## config.mk

```make
export PLATFORM = sky130hd
export DESIGN_NAME = thermo3w_master
export DESIGN_NICKNAME = d
export VERILOG_FILES = /design/src/rtl/tw_pkg.sv /design/src/rtl/tw_tick.sv /design/src/rtl/tw_frame.sv /design/src/rtl/thermo3w_master.sv
export SDC_FILE = /design/constraint.sdc
export NUM_CORES = 1
export LEC_CHECK = 0
export BUFFER_PORTS_ARGS = -buffer_cell sky130_fd_sc_hd__buf_4
export CAP_MARGIN = 10
export CORE_MARGIN = 1.5
export CORE_UTILIZATION = 50
export DETAILED_ROUTE_END_ITERATION = 10
export PLACE_DENSITY = 0.71
export SYNTH_ARGS = -nofsm -noshare
export SYNTH_HDL_FRONTEND = slang
export SYNTH_HIERARCHICAL = 1
export SYNTH_SLANG_ARGS = --single-unit
```

## constraint.sdc

```tcl
create_clock -name clk -period 2 [get_ports clk]
set_input_delay 0.2 -clock clk [delete_from_list [all_inputs] [get_ports clk]]
set_output_delay 0.2 -clock clk [all_outputs]
set_load 0.1 [all_outputs]
```

## src/rtl/tw_pkg.sv

```systemverilog
package tw_pkg;
  localparam int TX_MAX = 16;
  localparam logic [7:0] OP_SETUP     = 8'hC0;
  localparam logic [7:0] OP_SETUP_ARG = 8'h00;
  localparam logic [7:0] OP_CONVERT   = 8'hEE;
  localparam logic [7:0] OP_FETCH     = 8'hAA;

  typedef enum logic [1:0] {K_SETUP, K_CONVERT, K_FETCH} frame_e;
  typedef enum logic [1:0] {E_IDLE, E_LEAD, E_LO, E_HI} eng_e;
  typedef enum logic [2:0] {
    Q_IDLE, Q_SETUP, Q_WSETUP, Q_CONV, Q_WCONV, Q_FETCH, Q_TAIL
  } seq_e;
endpackage

```

## src/rtl/tw_tick.sv

```systemverilog
module tw_tick #(
  parameter int DIV = 4
) (
  input  logic clk,
  input  logic rst_n,
  input  logic run,
  output logic tick
);
  localparam int CW = (DIV > 1) ? $clog2(DIV) : 1;

  logic [CW-1:0] cnt_q, cnt_d;

  assign tick = run && (cnt_q == CW'(DIV - 1));

  always_comb begin
    if (!run || tick) cnt_d = '0;
    else              cnt_d = cnt_q + CW'(1);
  end

  always_ff @(posedge clk or negedge rst_n) begin
    if (!rst_n) cnt_q <= '0;
    else        cnt_q <= cnt_d;
  end
endmodule

```

## src/rtl/tw_frame.sv

```systemverilog
module tw_frame import tw_pkg::*; #(
  parameter int DIV   = 4,
  parameter int RX_W  = 9,
  parameter int BIT_W = 5
) (
  input  logic              clk,
  input  logic              rst_n,
  input  logic              go,
  input  logic [TX_MAX-1:0] tx_data,
  input  logic [BIT_W-1:0]  tx_n,
  input  logic [BIT_W-1:0]  rx_n,
  input  logic              dq_i,
  output logic              bus_en,
  output logic              bus_clk,
  output logic              dq_o,
  output logic              dq_oe,
  output logic              done,
  output logic [RX_W-1:0]   rx_data
);
  eng_e              st_q, st_d;
  logic [BIT_W-1:0]  idx_q, idx_d, last_q, last_d, txn_q, txn_d;
  logic [TX_MAX-1:0] sh_q, sh_d;
  logic [RX_W-1:0]   rx_q, rx_d;
  logic              done_q, done_d;
  logic              tick;

  tw_tick #(.DIV(DIV)) u_tick (
    .clk  (clk),
    .rst_n(rst_n),
    .run  (st_q != E_IDLE),
    .tick (tick)
  );

  always_comb begin
    st_d   = st_q;
    idx_d  = idx_q;
    last_d = last_q;
    txn_d  = txn_q;
    sh_d   = sh_q;
    rx_d   = rx_q;
    done_d = 1'b0;
    case (st_q)
      E_IDLE: if (go) begin
        st_d   = E_LEAD;
        idx_d  = '0;
        last_d = tx_n + rx_n - BIT_W'(1);
        txn_d  = tx_n;
        sh_d   = tx_data;
      end
      E_LEAD: if (tick) st_d = E_LO;
      E_LO: if (tick) begin
        st_d = E_HI;
        if (idx_q >= txn_q) rx_d = {dq_i, rx_q[RX_W-1:1]};
      end
      E_HI: if (tick) begin
        if (idx_q < txn_q) sh_d = sh_q >> 1;
        if (idx_q == last_q) begin
          st_d   = E_IDLE;
          done_d = 1'b1;
        end else begin
          st_d  = E_LO;
          idx_d = idx_q + BIT_W'(1);
        end
      end
      default: st_d = E_IDLE;
    endcase
  end

  always_ff @(posedge clk or negedge rst_n) begin
    if (!rst_n) begin
      st_q   <= E_IDLE;
      idx_q  <= '0;
      last_q <= '0;
      txn_q  <= '0;
      sh_q   <= '0;
      rx_q   <= '0;
      done_q <= 1'b0;
    end else begin
      st_q   <= st_d;
      idx_q  <= idx_d;
      last_q <= last_d;
      txn_q  <= txn_d;
      sh_q   <= sh_d;
      rx_q   <= rx_d;
      done_q <= done_d;
    end
  end

  assign bus_en  = (st_q != E_IDLE);
  assign bus_clk = (st_q != E_LO);
  assign dq_o    = sh_q[0];
  assign dq_oe   = bus_en && (idx_q < txn_q);
  assign done    = done_q;
  assign rx_data = rx_q;
endmodule

```

## src/rtl/thermo3w_master.sv

```systemverilog
module thermo3w_master import tw_pkg::*; #(
  parameter int DIV       = 4,
  parameter int GAP_CYC   = 8,
  parameter int CONV_WAIT = 20,
  parameter int TEMP_W    = 9
) (
  input  logic              clk,
  input  logic              rst_n,
  input  logic              start_i,
  output logic              busy_o,
  output logic              valid_o,
  output logic [TEMP_W-1:0] temp_o,
  output logic              tw_en_o,
  output logic              tw_clk_o,
  output logic              tw_dq_o,
  output logic              tw_dq_oe_o,
  input  logic              tw_dq_i
);
  localparam int BIT_W  = $clog2(TX_MAX + TEMP_W + 1);
  localparam int WAIT_W = $clog2(GAP_CYC + CONV_WAIT + 1);

  logic [1:0] rsync_q;
  logic       rst_q_n;

  always_ff @(posedge clk or negedge rst_n) begin
    if (!rst_n) rsync_q <= 2'b00;
    else        rsync_q <= {rsync_q[0], 1'b1};
  end
  assign rst_q_n = rsync_q[1];

  seq_e              st_q, st_d;
  logic [WAIT_W-1:0] w_q, w_d;
  logic              cfg_q, cfg_d, valid_q, valid_d;
  logic [TEMP_W-1:0] temp_q, temp_d;
  logic              go, fr_done;
  frame_e            kind;
  logic [TX_MAX-1:0] tx_data;
  logic [BIT_W-1:0]  tx_n, rx_n;
  logic [TEMP_W-1:0] rx_data;

  always_comb begin
    st_d    = st_q;
    w_d     = w_q;
    cfg_d   = cfg_q;
    temp_d  = temp_q;
    valid_d = 1'b0;
    go      = 1'b0;
    kind    = K_FETCH;
    case (st_q)
      Q_IDLE: if (start_i) begin
        go = 1'b1;
        if (cfg_q) begin
          kind = K_FETCH;
          st_d = Q_FETCH;
        end else begin
          kind = K_SETUP;
          st_d = Q_SETUP;
        end
      end
      Q_SETUP: if (fr_done) begin
        st_d = Q_WSETUP;
        w_d  = WAIT_W'(GAP_CYC);
      end
      Q_WSETUP: if (w_q == '0) begin
        go   = 1'b1;
        kind = K_CONVERT;
        st_d = Q_CONV;
      end else w_d = w_q - WAIT_W'(1);
      Q_CONV: if (fr_done) begin
        st_d  = Q_WCONV;
        w_d   = WAIT_W'(GAP_CYC + CONV_WAIT);
        cfg_d = 1'b1;
      end
      Q_WCONV: if (w_q == '0) begin
        go   = 1'b1;
        kind = K_FETCH;
        st_d = Q_FETCH;
      end else w_d = w_q - WAIT_W'(1);
      Q_FETCH: if (fr_done) begin
        temp_d  = rx_data;
        valid_d = 1'b1;
        st_d    = Q_TAIL;
        w_d     = WAIT_W'(GAP_CYC);
      end
      Q_TAIL: if (w_q == '0) st_d = Q_IDLE;
              else w_d = w_q - WAIT_W'(1);
      default: st_d = Q_IDLE;
    endcase
  end

  always_comb begin
    case (kind)
      K_SETUP: begin
        tx_data = {OP_SETUP_ARG, OP_SETUP};
        tx_n    = BIT_W'(16);
        rx_n    = '0;
      end
      K_CONVERT: begin
        tx_data = {8'h00, OP_CONVERT};
        tx_n    = BIT_W'(8);
        rx_n    = '0;
      end
      default: begin
        tx_data = {8'h00, OP_FETCH};
        tx_n    = BIT_W'(8);
        rx_n    = BIT_W'(TEMP_W);
      end
    endcase
  end

  always_ff @(posedge clk or negedge rst_q_n) begin
    if (!rst_q_n) begin
      st_q    <= Q_IDLE;
      w_q     <= '0;
      cfg_q   <= 1'b0;
      temp_q  <= '0;
      valid_q <= 1'b0;
    end else begin
      st_q    <= st_d;
      w_q     <= w_d;
      cfg_q   <= cfg_d;
      temp_q  <= temp_d;
      valid_q <= valid_d;
    end
  end

  tw_frame #(.DIV(DIV), .RX_W(TEMP_W), .BIT_W(BIT_W)) u_frame (
    .clk    (clk),
    .rst_n  (rst_q_n),
    .go     (go),
    .tx_data(tx_data),
    .tx_n   (tx_n),
    .rx_n   (rx_n),
    .dq_i   (tw_dq_i),
    .bus_en (tw_en_o),
    .bus_clk(tw_clk_o),
    .dq_o   (tw_dq_o),
    .dq_oe  (tw_dq_oe_o),
    .done   (fr_done),
    .rx_data(rx_data)
  );

  assign busy_o  = (st_q != Q_IDLE);
  assign valid_o = valid_q;
  assign temp_o  = temp_q;
endmodule

```

Word-level counts from Yosys, hierarchy flattened
Cells that the tools add are included.
{"block": "totals", "mem_bits_ro": 0, "wordCells": 117, "ram_bits": 0, "latchBits": 0, "n_memories": 0, "output_inout_bits": 15, "inputBits": 4, "ff_bits": 66}
{"block": "op_classes", "addsub": 5, "eq_ne": 28, "n_reduce_logical": 25, "div_mod_pow": 0, "shifts": 0, "mux": 43, "n_bitwise": 0, "n_mul": 0, "n_lt_le_gt_ge": 2}
{"cell": "16-bit 2-to-1 mux", "n": 3}
{"cell": "5-bit 2-to-1 mux", "n": 7}
{"cell": "16-bit one-hot mux with 2 select lines", "n": 1}
{"cell": "3-bit 2-to-1 mux", "n": 8}
{"cell": "2-bit != test (second input constant)", "n": 11}
{"cell": "3-bit one-hot mux with 7 select lines", "n": 1}
{"cell": "2-bit 2-to-1 mux", "n": 9}
{"cell": "4-bit AND reduction", "n": 4}
{"cell": "5-bit one-hot mux with 3 select lines", "n": 1}
{"cell": "7-bit one-hot mux with 2 select lines", "n": 1}
{"cell": "2-bit by 1-bit != test with 1-bit output (second input constant)", "n": 5}
{"cell": "5-bit one-hot mux with 2 select lines", "n": 1}
{"cell": "5-bit by 1-bit subtractor with 5-bit output (second input constant)", "n": 2}
{"cell": "3-bit == test (second input constant)", "n": 3}
{"cell": "2-bit one-hot mux with 4 select lines", "n": 1}
{"cell": "1-bit 2-to-1 mux", "n": 7}
{"cell": "7-bit AND reduction", "n": 1}
{"cell": "2-bit == test (second input constant)", "n": 3}
{"cell": "3-bit by 2-bit == test with 1-bit output (second input constant)", "n": 2}
{"cell": "2-bit AND reduction", "n": 3}
{"cell": "3-bit nonzero test", "n": 2}
{"cell": "2-bit OR reduction", "n": 3}
{"cell": "5-bit by 1-bit adder with 5-bit output (second input constant)", "n": 1}
{"cell": "5-bit by 4-bit adder with 5-bit output", "n": 1}
{"cell": "18 further kinds", "n": 22}

Longest topological paths before layout
{"block": "logic_depth", "depth_word": 8, "depth_mapped": 14}

By module
Netlist, hierarchy kept.
{"module": "tw_frame", "seq_area_each_um2": 1076.0, "area_per_inst_um2": 2361.0, "cells_per_inst": 201, "instances": 1}
{"module": "thermo3w_master", "seq_area_each_um2": 525.5, "area_per_inst_um2": 1074.8, "cells_per_inst": 97, "instances": 1}
{"module": "tw_tick", "seq_area_each_um2": 50.0, "area_per_inst_um2": 91.3, "cells_per_inst": 6, "instances": 1}

Worst setup path before layout
No wires, ideal clock.
{"block": "synth_timing", "path_type": "register -> output", "start": "register u_frame.st_q[0]", "end": "output port tw_dq_oe_o", "path_slack_ps": -1445, "path_buffers": 1, "t_arrival_ps": 3245, "path_stages_with_launch": 4, "required_ps": 1800, "cell_sequence": "dfrtp_1 -> buf_2 -> or2_2 -> nor3b_1"}
{"block": "synth_via", "elab_chain_cells": 2}
{"item": "from (decl)", "line": "tw_frame.sv:20", "rtl": "eng_e st_q, st_d;"}
{"item": "from (signal assigned)", "line": "tw_frame.sv:79", "rtl": "st_q <= st_d;"}
{"item": "2-bit nonzero test", "line": "tw_frame.sv:89", "rtl": "assign bus_en = (st_q != E_IDLE);"}
{"item": "via tw_en_o", "line": "thermo3w_master.sv:13", "rtl": "output logic tw_en_o,"}
{"item": "1-bit logical AND", "line": "tw_frame.sv:92", "rtl": "assign dq_oe = bus_en && (idx_q < txn_q);"}
{"item": "to (decl)", "line": "thermo3w_master.sv:16", "rtl": "output logic tw_dq_oe_o,"}
The timed path passes the listed nets, and every way through them passes these cells.

Worst setup path in the final report
{"block": "layout_timing", "start": "register w_q[0]", "end": "register u_frame.idx_q[2]"}
{"block": "layout_via", "elab_chain_cells": 5}
{"item": "from (decl)", "line": "thermo3w_master.sv:32", "rtl": "logic [WAIT_W-1:0] w_q, w_d;"}
{"item": "from (signal assigned)", "line": "thermo3w_master.sv:120", "rtl": "w_q <= w_d;"}
{"item": "5-bit zero test", "line": "thermo3w_master.sv:64, thermo3w_master.sv:74"}
{"item": "1-bit 2-to-1 mux", "line": "thermo3w_master.sv:64, thermo3w_master.sv:74"}
{"item": "1-bit one-hot mux with 2 select lines", "line": "thermo3w_master.sv:49", "rtl": "case (st_q)"}
{"item": "via go", "line": "thermo3w_master.sv:35", "rtl": "logic go, fr_done;"}
{"item": "2-bit != test (no source line)"}
{"item": "4-bit AND reduction (no source line)"}
{"item": "to (signal assigned)", "line": "tw_frame.sv:80", "rtl": "idx_q <= idx_d;"}
{"item": "to (decl)", "line": "tw_frame.sv:21", "rtl": "logic [BIT_W-1:0] idx_q, idx_d, last_q, last_d, txn_q, txn_d;"}
The timed path passes the listed nets, and every way through them passes these cells.
A chain may end at the register's enable or synchronous reset.

==> flow_metrics.env <==
export IMPL_cts_root_buf="clkbuf_8"
export IMPL_ys_flop_type="dfrtp_1"
export IMPL_hold_violations=0
export IMPL_yosysWarnings=6
export IMPL_synth_area_um2=3527
export IMPL_cp_required_ns=2.24
export IMPL_ys_ff_latch=66
export IMPL_start_util=0.5192
export IMPL_grt_overflow=0
export IMPL_first_iter_violations=131
export IMPL_worst_pin_slew_ns=0.6514
export IMPL_drive_gt1_frac=0.5217
export IMPL_std_cell_rows=30
export IMPL_finalWeightedCongestion=0.7697
export IMPL_p_leak_nw=2.326
export IMPL_drt_first_pass_iters=4
export IMPL_grt_pass1_wl_mm=12.41
export IMPL_skew_ns=0.009834
export IMPL_vias_per_cell=5.022
export IMPL_crit_start="w_q[0]"
export IMPL_relSlewSlack=0.5657
export IMPL_fin_tns_setup_ns=-11.87
export IMPL_final_cells=510
export IMPL_synth_cells=304
export IMPL_rsz0062_at_grt="yes"
export IMPL_clk_pin_slew_ns=0.08
export IMPL_dieArea_um2=7567
export IMPL_cts_buffer_depth=2
export IMPL_synthArstFlopShare=1.000
export IMPL_cp_arrival_ns=2.71
export IMPL_end_kind="register"
export IMPL_wirelength_mm=7.403
export IMPL_grt_max_degree=65
export IMPL_place_inst=464
export IMPL_fp_dieH_um=86.99
export IMPL_core_area_um2=6794
export IMPL_r2r_start="w_q[0]"
export IMPL_ioPinCount=19
export IMPL_grt_pass1_vias=2598
export IMPL_clkLatencyLatePin_ns=0.35
export IMPL_finish_utilization=0.7153
export IMPL_io_buffer_count=18
export IMPL_slew_violations=0
export IMPL_status="finished, violations left"
export IMPL_gr_usage_all_layers=0.2148
export IMPL_ir_drop_uv=950.9
export IMPL_cts_max_level=3
export IMPL_cts_tree="built"
export IMPL_hold_path_startpoint="tw_dq_i"
export IMPL_ff_latch_area_um2=1653
export IMPL_pre_cts_slack_ns=-0.5565
export IMPL_layout_nets=430
export IMPL_yosysUniqueCellTypes=54
export IMPL_syn_avg_cell_area_um2=11.60
export IMPL_synth_edf_count=0
export IMPL_dp_final_hpwl_mm=4.405
export IMPL_synth_seq_area_share=0.4683
export IMPL_fin_crit_ns=2.474
export IMPL_num_antenna_cells=0
export IMPL_die_x_um=86.99
export IMPL_start_kind="register"
export IMPL_drc=0
export IMPL_setup_viol=32
export IMPL_drv_cap=0
export IMPL_ant_nets=0
export IMPL_fillers=428
export IMPL_fin_crit_sh=1.237
export IMPL_cts_made_buffers=9
export IMPL_hold_class="primary input to register"
export IMPL_fin_ws_ns=-0.4736
export IMPL_cp_max_fo=6
export IMPL_power_density_nw_per_um2=1166
export IMPL_critPathKind="register to register"
export IMPL_violations="negative setup slack"
export IMPL_clock_fmax_mhz=404.3
export IMPL_antenna_found_initial=0
export IMPL_vias=2561
export IMPL_post_drt_wl_per_cell_um=14.52
export IMPL_clock_sinks=66
export IMPL_area_growth_pct=37.78
export IMPL_multiInputGateArea_um2=2024
-- worst max-delay path, cell delays in order, from the launching register on --
cell,delay (ns)
dfrtp_1,0.40
inv_2,0.09
ha_4,0.12
nor4b_4,0.27
nand2_2,0.13
a311oi_2,0.28
or3b_4,0.44
buf_6,0.15
a2bb2oi_2,0.14
nor2_1,0.07
a311o_1,0.26
-- cell usage in the layout (no fill, tap or decap), types with 2 or more instances in the layout --
| master | instances |
|---|---|
| a211oi_1 | 3 |
| a21oi_4 | 2 |
| dfrtp_1 | 65 |
| xor2_1 | 6 |
| buf_12 | 4 |
| a21oi_2 | 3 |
| inv_2 | 9 |
| a21o_1 | 3 |
| mux2_4 | 24 |
| buf_6 | 11 |
| o21ai_1 | 3 |
| mux2_2 | 25 |
| inv_6 | 2 |
| and3_1 | 2 |
| nand2_2 | 12 |
| nor3_1 | 7 |
| nor2_1 | 8 |
| inv_1 | 20 |
| o21bai_1 | 2 |
| o21ai_2 | 6 |
| o21ba_2 | 2 |
| or3_1 | 2 |
| clkinvlp_4 | 3 |
| ha_1 | 8 |
| ha_4 | 8 |
| nand2_1 | 10 |
| clkbuf_8 | 9 |
| buf_4 | 72 |
| mux2i_1 | 5 |
| o21ai_0 | 4 |
| nand3_1 | 5 |
| a21oi_1 | 8 |
| conb_1 | 18 |
| nand2b_1 | 2 |
-- what timing repair did --
action | in CTS | in global routing
setup buffers | 26 | 8
endpoints found under the hold margin | 2 | 0
hold buffers | 1 | 0
endpoints found under the setup margin | 41 | 35
pin swaps | 25 | 17
gates resized for setup | 73 | 17
cloned | 1 | 0
-- metrics by stage --
step / total power [mW] / instance area [um2] / hold WS, ns
global placement: 4.085 / 4101 / -0.01737
detailed placement: 4.140 / 4101 / -0.01648
global route: 6.024 / 4860 / 0.05336
finish: 5.665 / 4860 / 0.07175
CTS: 5.571 / 4787 / 0.05644
floorplan: 3.535 / 3598 / -0.09559
-- Yosys cell counts, types with 3 or more instances --
| cell type | count | area (um2) |
|---|---|---|
| dfrtp_1 | 66 | 1652 |
| mux2_2 | 31 | 349.1 |
| inv_1 | 29 | 108.9 |
| nand2_1 | 21 | 78.83 |
| mux2_4 | 18 | 270.3 |
| ha_1 | 16 | 200.2 |
| a21oi_1 | 13 | 65.06 |
| o21ai_0 | 13 | 65.06 |
| nor2_1 | 9 | 33.78 |
| nor3_1 | 7 | 35.03 |
| xor2_1 | 7 | 61.31 |
| nand3_1 | 6 | 30.03 |
| clkbuf_1 | 5 | 18.77 |
| mux2i_1 | 5 | 50.05 |
| a211oi_1 | 3 | 22.52 |
| a21o_1 | 3 | 22.52 |
| buf_6 | 3 | 33.78 |
-- power breakdown --
group	leakage, nW	internal [mW]	switching [mW]
Sequential	0.815	1.66	0.229
Clock	0.0822	0.457	0.561
Combinational	1.43	1.40	1.36
Total	2.33	3.52	2.15
-- worst paths after layout --
check / slack, ns / cells after the start / to
max in group asynchronous: 1.44 / 1 / u_frame/last_q[2]
min: 0.07 / 2 / u_frame/rx_data[8]
min reg2reg: 0.28 / 1 / st_q[0]
max: -0.47 / 10 / u_frame/idx_q[2]
max reg2reg: -0.47 / 10 / u_frame/idx_q[2]
min in group asynchronous: 0.17 / 2 / rsync_q[1]
-- area by class of cell --
type	count	share of cell area
Multi-Input combinational cell	213	0.4166
Sequential cell	66	0.3401
Clock inverter	7	0.01107
Clock buffer	9	0.02549
Tap cell	96	0.02472
Inverter	30	0.02369
Timing Repair Buffer	89	0.1583
-- flip-flops by register name, indices dropped and copies added, names as in the netlist, 3 cells and up --
register         flops
st_q                 3
temp_o               9
u_frame/idx_q        5
u_frame/last_q       5
u_frame/rx_data      9
u_frame/sh_q        16
u_frame/txn_q        5
w_q                  5
-- kinds of logic (layout without fill, tap and decap cells) --
logic type                 count (synthesis)  after routing  synth area share
AOI/OAI and AO/OA                         51             51            0.1015
adders and majority gates                 17             17           0.06243
other                                      2             18          0.002129
buffers and inverters                     41            135           0.05534
DFF                                       66             66            0.4683
xor gates and xnor gates                   9              9           0.02235
and+or+nand+nor                           64             64           0.09826
muxes                                     54             54            0.1898
-- metal layers --
| layer | wire [um] | vias to the layer above | part of all wire | track usage |
|---|---|---|---|---|
| met2 | 3755 | 43 | 0.51 | 0.3622 |
| li1 | - | 1253 | - | - |
| met5 | 0 | - | 0 | 0 |
| met4 | 110 | 0 | 0.015 | 0.05718 |
| met1 | 3293 | 1250 | 0.44 | 0.2657 |
| met3 | 242 | 15 | 0.033 | 0.06825 |
(Power assumes the default switching activity.)
